===== src/rtl/pcm_slot_pkg.sv =====
package pcm_slot_pkg;

    typedef enum logic [2:0] {
        RATE_128K  = 3'd0,
        RATE_256K  = 3'd1,
        RATE_512K  = 3'd2,
        RATE_1536K = 3'd3,
        RATE_2048K = 3'd4,
        RATE_4096K = 3'd5,
        RATE_RSV6  = 3'd6,
        RATE_RSV7  = 3'd7
    } rate_code_e;

    // Only rates fast enough to clock the port directly are served.
    function automatic logic rate_is_direct(input logic [2:0] code);
        case (rate_code_e'(code))
            RATE_512K, RATE_1536K, RATE_2048K, RATE_4096K: return 1'b1;
            default:                                       return 1'b0;
        endcase
    endfunction

endpackage


===== src/rtl/pcm_rate_decode.sv =====
module pcm_rate_decode
    import pcm_slot_pkg::*;
#(
    parameter int unsigned RATE_W = 3
) (
    input  logic [RATE_W-1:0] rate_sel,
    input  logic              strobe,
    output logic              slot_act
);
    logic direct_en;

    always_comb begin
        direct_en = rate_is_direct(3'(rate_sel));
        slot_act  = strobe & direct_en;
    end
endmodule


===== src/rtl/pcm_slot_rx.sv =====
module pcm_slot_rx #(
    parameter int unsigned WORD_W = 8
) (
    input  logic              bclk,
    input  logic              rst_n,
    input  logic              slot_act,
    input  logic              ser_in,
    output logic [WORD_W-1:0] rx_byte,
    output logic              rx_valid
);
    localparam int unsigned CNT_W = $clog2(WORD_W + 1);
    localparam logic [CNT_W-1:0] LAST_IDX = CNT_W'(WORD_W - 1);
    localparam logic [CNT_W-1:0] FULL_CNT = CNT_W'(WORD_W);

    typedef struct packed {
        logic [WORD_W-1:0] shreg;
        logic [CNT_W-1:0]  cnt;
        logic [WORD_W-1:0] word;
        logic              valid;
    } rx_state_t;

    rx_state_t st_d, st_q;

    always_comb begin
        st_d       = st_q;
        st_d.valid = 1'b0;
        if (!slot_act) begin
            st_d.cnt = '0;
        end else if (st_q.cnt < FULL_CNT) begin
            st_d.shreg = {st_q.shreg[WORD_W-2:0], ser_in};
            st_d.cnt   = st_q.cnt + CNT_W'(1);
            if (st_q.cnt == LAST_IDX) begin
                st_d.word  = {st_q.shreg[WORD_W-2:0], ser_in};
                st_d.valid = 1'b1;
            end
        end
    end

    always_ff @(negedge bclk or negedge rst_n) begin
        if (!rst_n) begin
            st_q <= '0;
        end else begin
            st_q <= st_d;
        end
    end

    assign rx_byte  = st_q.word;
    assign rx_valid = st_q.valid;

    AST_RX_VALID_PULSE: assert property (@(negedge bclk) disable iff (!rst_n)
        rx_valid |=> !rx_valid);
    AST_RX_NO_VALID_IDLE: assert property (@(negedge bclk) disable iff (!rst_n)
        !slot_act |=> !rx_valid);
    AST_RX_BYTE_ONLY_ON_VALID: assert property (@(negedge bclk) disable iff (!rst_n)
        !$stable(rx_byte) |-> rx_valid);
endmodule


===== src/rtl/pcm_slot_tx.sv =====
module pcm_slot_tx #(
    parameter int unsigned       WORD_W = 8,
    parameter logic [WORD_W-1:0] QUIET  = {WORD_W{1'b1}}
) (
    input  logic              bclk,
    input  logic              rst_n,
    input  logic              slot_act,
    input  logic [WORD_W-1:0] tx_byte,
    input  logic              tx_valid,
    output logic              ser_out
);
    localparam int unsigned CNT_W = $clog2(WORD_W + 1);
    localparam logic [CNT_W-1:0] FULL_CNT = CNT_W'(WORD_W);

    typedef struct packed {
        logic [WORD_W-1:0] shreg;
        logic [CNT_W-1:0]  cnt;
        logic              sdo;
    } tx_state_t;

    tx_state_t         st_d, st_q;
    logic [WORD_W-1:0] load_word;

    always_comb begin
        st_d      = st_q;
        load_word = tx_valid ? tx_byte : QUIET;
        if (!slot_act) begin
            st_d.cnt = '0;
        end else if (st_q.cnt == '0) begin
            st_d.sdo   = load_word[WORD_W-1];
            st_d.shreg = {load_word[WORD_W-2:0], 1'b0};
            st_d.cnt   = CNT_W'(1);
        end else if (st_q.cnt < FULL_CNT) begin
            st_d.sdo   = st_q.shreg[WORD_W-1];
            st_d.shreg = {st_q.shreg[WORD_W-2:0], 1'b0};
            st_d.cnt   = st_q.cnt + CNT_W'(1);
        end
    end

    always_ff @(posedge bclk or negedge rst_n) begin
        if (!rst_n) begin
            st_q <= '{shreg: '0, cnt: '0, sdo: 1'b1};
        end else begin
            st_q <= st_d;
        end
    end

    assign ser_out = st_q.sdo;

    AST_TX_QUIET_FIRST: assert property (@(posedge bclk) disable iff (!rst_n)
        (slot_act && st_q.cnt == '0 && !tx_valid) |=> ser_out == QUIET[WORD_W-1]);
    AST_TX_HOLD_AFTER_LAST: assert property (@(posedge bclk) disable iff (!rst_n)
        (slot_act && st_q.cnt == FULL_CNT) |=> $stable(ser_out));
endmodule


===== src/rtl/pcm_slot_port.sv =====
module pcm_slot_port #(
    parameter int unsigned WORD_W = 8,
    parameter int unsigned RATE_W = 3
) (
    input  logic              bclk,
    input  logic              rst_n,
    input  logic [RATE_W-1:0] rate_sel,
    input  logic              strobe,
    input  logic              ser_in,
    output logic              ser_out,
    output logic              ser_oe,
    input  logic [WORD_W-1:0] tx_byte,
    input  logic              tx_valid,
    output logic [WORD_W-1:0] rx_byte,
    output logic              rx_valid
);
    logic slot_act;

    pcm_rate_decode #(.RATE_W(RATE_W)) i_rate (
        .rate_sel (rate_sel),
        .strobe   (strobe),
        .slot_act (slot_act)
    );

    pcm_slot_rx #(.WORD_W(WORD_W)) i_rx (
        .bclk     (bclk),
        .rst_n    (rst_n),
        .slot_act (slot_act),
        .ser_in   (ser_in),
        .rx_byte  (rx_byte),
        .rx_valid (rx_valid)
    );

    pcm_slot_tx #(.WORD_W(WORD_W)) i_tx (
        .bclk     (bclk),
        .rst_n    (rst_n),
        .slot_act (slot_act),
        .tx_byte  (tx_byte),
        .tx_valid (tx_valid),
        .ser_out  (ser_out)
    );

    assign ser_oe = slot_act;

    AST_OE_OFF_IDLE: assert property (@(posedge bclk) disable iff (!rst_n)
        !strobe |-> !ser_oe);
    AST_SLOW_RATE_SILENT: assert property (@(negedge bclk) disable iff (!rst_n)
        (rate_sel < RATE_W'(2)) |=> !rx_valid);
endmodule


===== config.mk =====
export PLATFORM = sky130hd
export DESIGN_NAME = pcm_slot_port
export DESIGN_NICKNAME = d
export VERILOG_FILES = /design/src/rtl/pcm_slot_pkg.sv /design/src/rtl/pcm_rate_decode.sv /design/src/rtl/pcm_slot_rx.sv /design/src/rtl/pcm_slot_tx.sv /design/src/rtl/pcm_slot_port.sv
export SDC_FILE = /design/constraint.sdc
export NUM_CORES = 1
export LEC_CHECK = 0
export ABC_AREA = 1
export BUFFER_PORTS_ARGS = -buffer_cell sky130_fd_sc_hd__buf_2
export CORE_MARGIN = 2
export CORE_UTILIZATION = 50
export DETAILED_ROUTE_END_ITERATION = 7
export HOLD_SLACK_MARGIN = 0.02
export PLACE_DENSITY = 0.75
export SYNTH_ARGS = -nofsm -noshare
export SYNTH_HDL_FRONTEND = slang
export SYNTH_SLANG_ARGS = --single-unit

===== constraint.sdc =====
create_clock -name bclk -period 1.3 [get_ports bclk]
set_input_delay 0.26 -clock bclk [delete_from_list [all_inputs] [get_ports bclk]]
set_output_delay 0.26 -clock bclk [all_outputs]
set_load 0.02 [all_outputs]

# Word level (Yosys, flattened, before mapping)
# Index checks and enable logic that the tools add are counted.
[word_totals] regBits=33 input_bits=16 output_inout_bits=11 elab_cells=34
[classes] n_addsub=2 n_lt_le_gt_ge=2 eq_ne=7 n_mux=9 bitwise=1 reduce_logical=6
[op_table] op="13-bit two-way mux" n=3
[op_table] op="9-bit two-way mux" n=1
[op_table] op="4-bit by 1-bit adder with 4-bit output (second input constant)" n=2
[op_table] op="4-bit less-than comparator (second input constant)" n=2
[op_table] op="4-bit two-way mux" n=2
[op_table] op="8-bit two-way mux" n=1
[op_table] op="3-bit by 2-bit equality test with 1-bit output (second input constant)" n=2
[op_table] op="3-bit equality test (second input constant)" n=2
[op_table] op="4-bit by 3-bit equality test with 1-bit output (second input constant)" n=1
[op_table] op="4-bit logical NOT" n=1
[op_table] op="2-bit AND reduction" n=2
[op_table] op="4-bit OR reduction" n=1
[op_table] op="3-bit by 1-bit != test with 1-bit output (second input constant)" n=1
[op_table] op="3-bit AND reduction" n=1
[op_table] op="1-bit two-way mux" n=2
[op_table] op="2-bit != test (second input constant)" n=1
[op_table] op="2-bit nonzero test" n=1
[op_table] op="1-bit bitwise AND" n=1

# Longest topological paths before layout
[depth] word_depth=5 depth_mapped=8 mapped_depth_nobuf=7

# Hierarchy
# Synthesis repeated with hierarchy kept, for this count alone.
[unflattened] hier_cells=193 hier_area_um2=1587.8
[by_module_without_submodules] module="pcm_slot_rx" instances=1 cells_each=95 area_each_um2=892.1 seq_area_each_um2=500.5
[by_module_without_submodules] module="pcm_slot_tx" instances=1 cells_each=94 area_each_um2=680.7 seq_area_each_um2=301.5
[by_module_without_submodules] module="pcm_rate_decode" instances=1 cells_each=4 area_each_um2=15.0 seq_area_each_um2=0.0

==> results.md <==
- In this run the number of cells on the critical path is 1.
- The number of buffers on the longest clock path is 2.
- The violation count after the first detailed-routing iteration is 51.
- After technology mapping, the gate count stands at 206.
- The antenna diode instance count is 0.
- The final reports fail on setup timing.
- After detailed routing, the number of vias per cell comes to 4.81.
- The chip width is 61.0 um.
- The biggest cell delay along the critical path is 0.45 ns.
- The type of the worst setup path is flip-flop to output pin.
- The clock tree synthesis step divided the H-tree into 2 levels.
- The area of the die is 3720 sq um.
- The routability-driven placement congestion ratio is 0.755.
- After layout, the design draws a total of 2.32 mW.
- Grouping stages by cell kind, the critical path spends the most delay in flip-flops.
- The worst register-to-register path begins at i_rx.st_q[10].
- Headroom to the max-slew limit came out at 74.6%.
- The critical path's slowest cell is dfrtn_1.
- The final number of max-transition violations is 0.
- The first global-routing pass estimated 5800 um of wire.
- In this run the power spent charging and discharging nets is 671 uW.
- Entering global routing, the biggest net connects 33 pins.
- The root cell of the clock tree is clkbuf_4.
- The max-cap check violation count is 0.
- The post-route netlist has 41.2% of its cells at a drive strength greater than 1.
- The number of failing hold endpoints at the final stage was 0.
- Of all cell types, the one taking the most synthesized area is dfrtn_1.
- The cell depth of the worst flop-to-flop path is 5.
- Final hold analysis gives a worst-case slack of 0.288 ns.
- The worst hold path belongs to the class input pin to flip-flop.
- The clock tree from TritonCTS is done.
- The largest clock skew in the final design is 0.00683 ns.
- The sequential power share is 52.1%.
- The combined global-route utilization of all metal layers is 21.6%.
- The number of clock buffers inserted by TritonCTS is 5.
- The number of primary I/O pins is 27.
- The signal on the critical path passes through buf_6.
- The post-synthesis register bit count is 32.
- Per report_power, the clock group accounts for 27.7% of the total.
- The clock latency of the later-clocked register in the worst-skew pair is 0.32 ns.
- Once detail routing completed, the nets flagged for antenna violations numbered 0.
- The startpoint kind of the worst setup timing path is a flip-flop.
- STA puts the critical path data arrival time at 1.55 ns.
- The synthesized netlist contains 20 unique library cells.
- In this run the most critical hold path is launched from tx_byte[0].
- Clock tree synthesis found a total of 32 sinks.
- The final setup violation count is 29.
- The die extent in y is 61.0 um.
- The area growth from synthesis to final layout is 43.4%.
- The synthesized design devotes to its leading area cell type 30.8% of total area.
- The number of global-route vias before repair is 1327.
- In this run the tool buffered the top-level ports with 25 buffer cells.
- In this run the power density over the cells is 996 nW/um^2.
- Along the worst path, the maximum fanout reaches 2.
- After routing the design area is 2330 sq um.
- The mean post-synth cell area is 7.88 sq um.
- The peak supply drop is 0.766 mV.
- The final routed wirelength across all metal layers is 3630 um.
- The accumulated negative setup slack is -7.53 ns.
- The flow ran to the end, but the final reports show violations.
- The number of nets produced by synthesis is 225.
- The count of yosys warnings during synthesis is 0.
- The number of antenna violations at the first check in global routing is 0.
- The post-DP HPWL is 2050 um.
- The number of buffers and inverters on the critical path is 1.
- The length of the first detailed-routing pass in iterations is 4.
- For this run, the post-layout net count is 268.
- The transition time at the pin with the least slew margin is 0.380 ns.
- The critical path endpoint category is an output pin.
- The data required time at the worst endpoint is 1.04 ns.
- The floorplan has 20 rows.
- The detailed-route via count is 1415.
- The internal power is 1.65 mW.
- Sorting the synthesized cells by area gives the leading types as dfrtn_1, nand2_1, dfrtp_1.
- The layout has 207 filler cells.
- The region available for standard cell placement spans 3080 sq um.
- The final worst slack is -0.512 ns.
- The worst hold path was traced through 5 stages.
- The clock slew at the register clock pins of the worst setup and hold paths is 0.09 ns.
- Once placement finished, the instance area stood at 1890 sq um.
- Combinational cells account for 20.2% of the total power.
- The area taken by multi-input logic gates is 845 sq um.
- The analysis attributes to cell leakage a power of 1.22 nW.
- The total grt overflow is 0.
- The register area share after synthesis is 49.4%.
- The synthesized cell area is 1620 sq um.
- Setup repair after global routing could not meet its margin everywhere.
- Across the whole layout, storage elements account for 802 sq um.
- The share of the core filled with cells in the final layout is 75.7%.
- The fraction of power spent switching nets is 28.9%.
- In the final routed layout, each cell accounts on average for 12.4 um.
- The launching element of the worst setup path is i_rx.rx_byte[4].
- The starting density of the core is 52.8%.
- For this run, design rule violations remaining after detail routing come to 0.
path summary, 6_finish.rpt:
path,endpoint,slack [ns]
max reg2reg,i_rx.st_q[11],-0.03
min in group asynchronous,i_tx.st_q[12],0.40
max in group asynchronous,i_rx.st_q[11],0.14
min reg2reg,i_rx.st_q[19],0.46
min,i_tx.st_q[6],0.29
max,rx_byte[4],-0.51
metrics by stage:
stage,setup WS (ns),instances
global placement,-0.474,274
detailed placement,-0.493,274
CTS,-0.506,292
floorplan,-0.315,206
global route,-0.544,294
finish,-0.512,294
sequential cells by signal, summed over array words and instances (netlist names):
name	cells
i_rx.rx_valid	1
i_rx.st_q	11
i_tx.st_q	11
i_rx.rx_byte	8
i_tx.ser_out	1
cell type report:
cell class | count | share of cell area (%)
multi-input combinational | 142 | 36.3
tap | 44 | 2.36
clock buffer | 8 | 2.96
sequential | 32 | 34.4
timing repair buffer | 50 | 20.8
inverter | 18 | 3.12
cell families (layout without fill, tap and decap cells):
family                     Yosys count  after routing  synth area share, %
AOI/OAI and AO/OA                    3              3                0.924
adders and majority gates            3              3                 2.31
buffers and inverters               33             76                 10.6
DFF                                 32             32                 49.4
and+or+nand+nor                    135            136                 36.7
synthesized netlist by cell type:
cell type / number
a21oi_1: 3
dfrtn_1: 20
nand3_1: 31
buf_4: 8
nand2_1: 89
buf_6: 2
inv_2: 3
dfstp_2: 1
dfrtp_1: 11
buf_2: 3
nor2_2: 2
nand2_4: 1
nor2_4: 2
nor3_1: 1
nor3_4: 1
nor2_1: 4
nand2_2: 4
inv_1: 15
clkbuf_1: 2
ha_1: 3
layout by cell type, fill, tap and decap left out, types with 2 or more instances in the layout:
| cell type | count |
|---|---|
| a21oi_1 | 2 |
| buf_12 | 4 |
| buf_2 | 12 |
| buf_4 | 17 |
| buf_6 | 12 |
| buf_8 | 3 |
| clkbuf_4 | 5 |
| clkbuf_8 | 2 |
| dfrtn_1 | 20 |
| dfrtp_1 | 11 |
| ha_1 | 3 |
| inv_1 | 14 |
| inv_2 | 3 |
| nand2_1 | 76 |
| nand2_2 | 13 |
| nand2_4 | 4 |
| nand2_8 | 2 |
| nand3_1 | 15 |
| nand3_2 | 14 |
| nand3_4 | 2 |
| nor2_1 | 4 |
| nor2_4 | 4 |
per-layer routing:
layer  global-route usage (%)  share of wire (%)  vias to the layer above
met4                     9.32               0.72                        0
met2                     35.6                 51                       36
met3                     4.48                4.3                        4
li1                         -                  -                      719
met5                        0                  0                        -
met1                     27.7                 44                      656
repair_timing:
item | 4_1_cts | 5_1_grt
hold buffers | 1 | 0
setup endpoints to repair | 29 | 38
cloned | 2 | 0
gates resized for setup | 48 | 20
hold endpoints to repair | 11 | 0
buffers inserted | 7 | 2
pin swaps | 17 | 7
power by group through the flow:
stage                     clock network [mW]  registers [mW]  logic [mW]
after floorplan                            0            1.20       0.237
after global placement                     0            1.20       0.363
after detailed placement                   0            1.20       0.371
after CTS                              0.656            1.20       0.435
after global routing                   0.707            1.22       0.525
final                                  0.642            1.21       0.470
(Power assumes the default switching activity.)
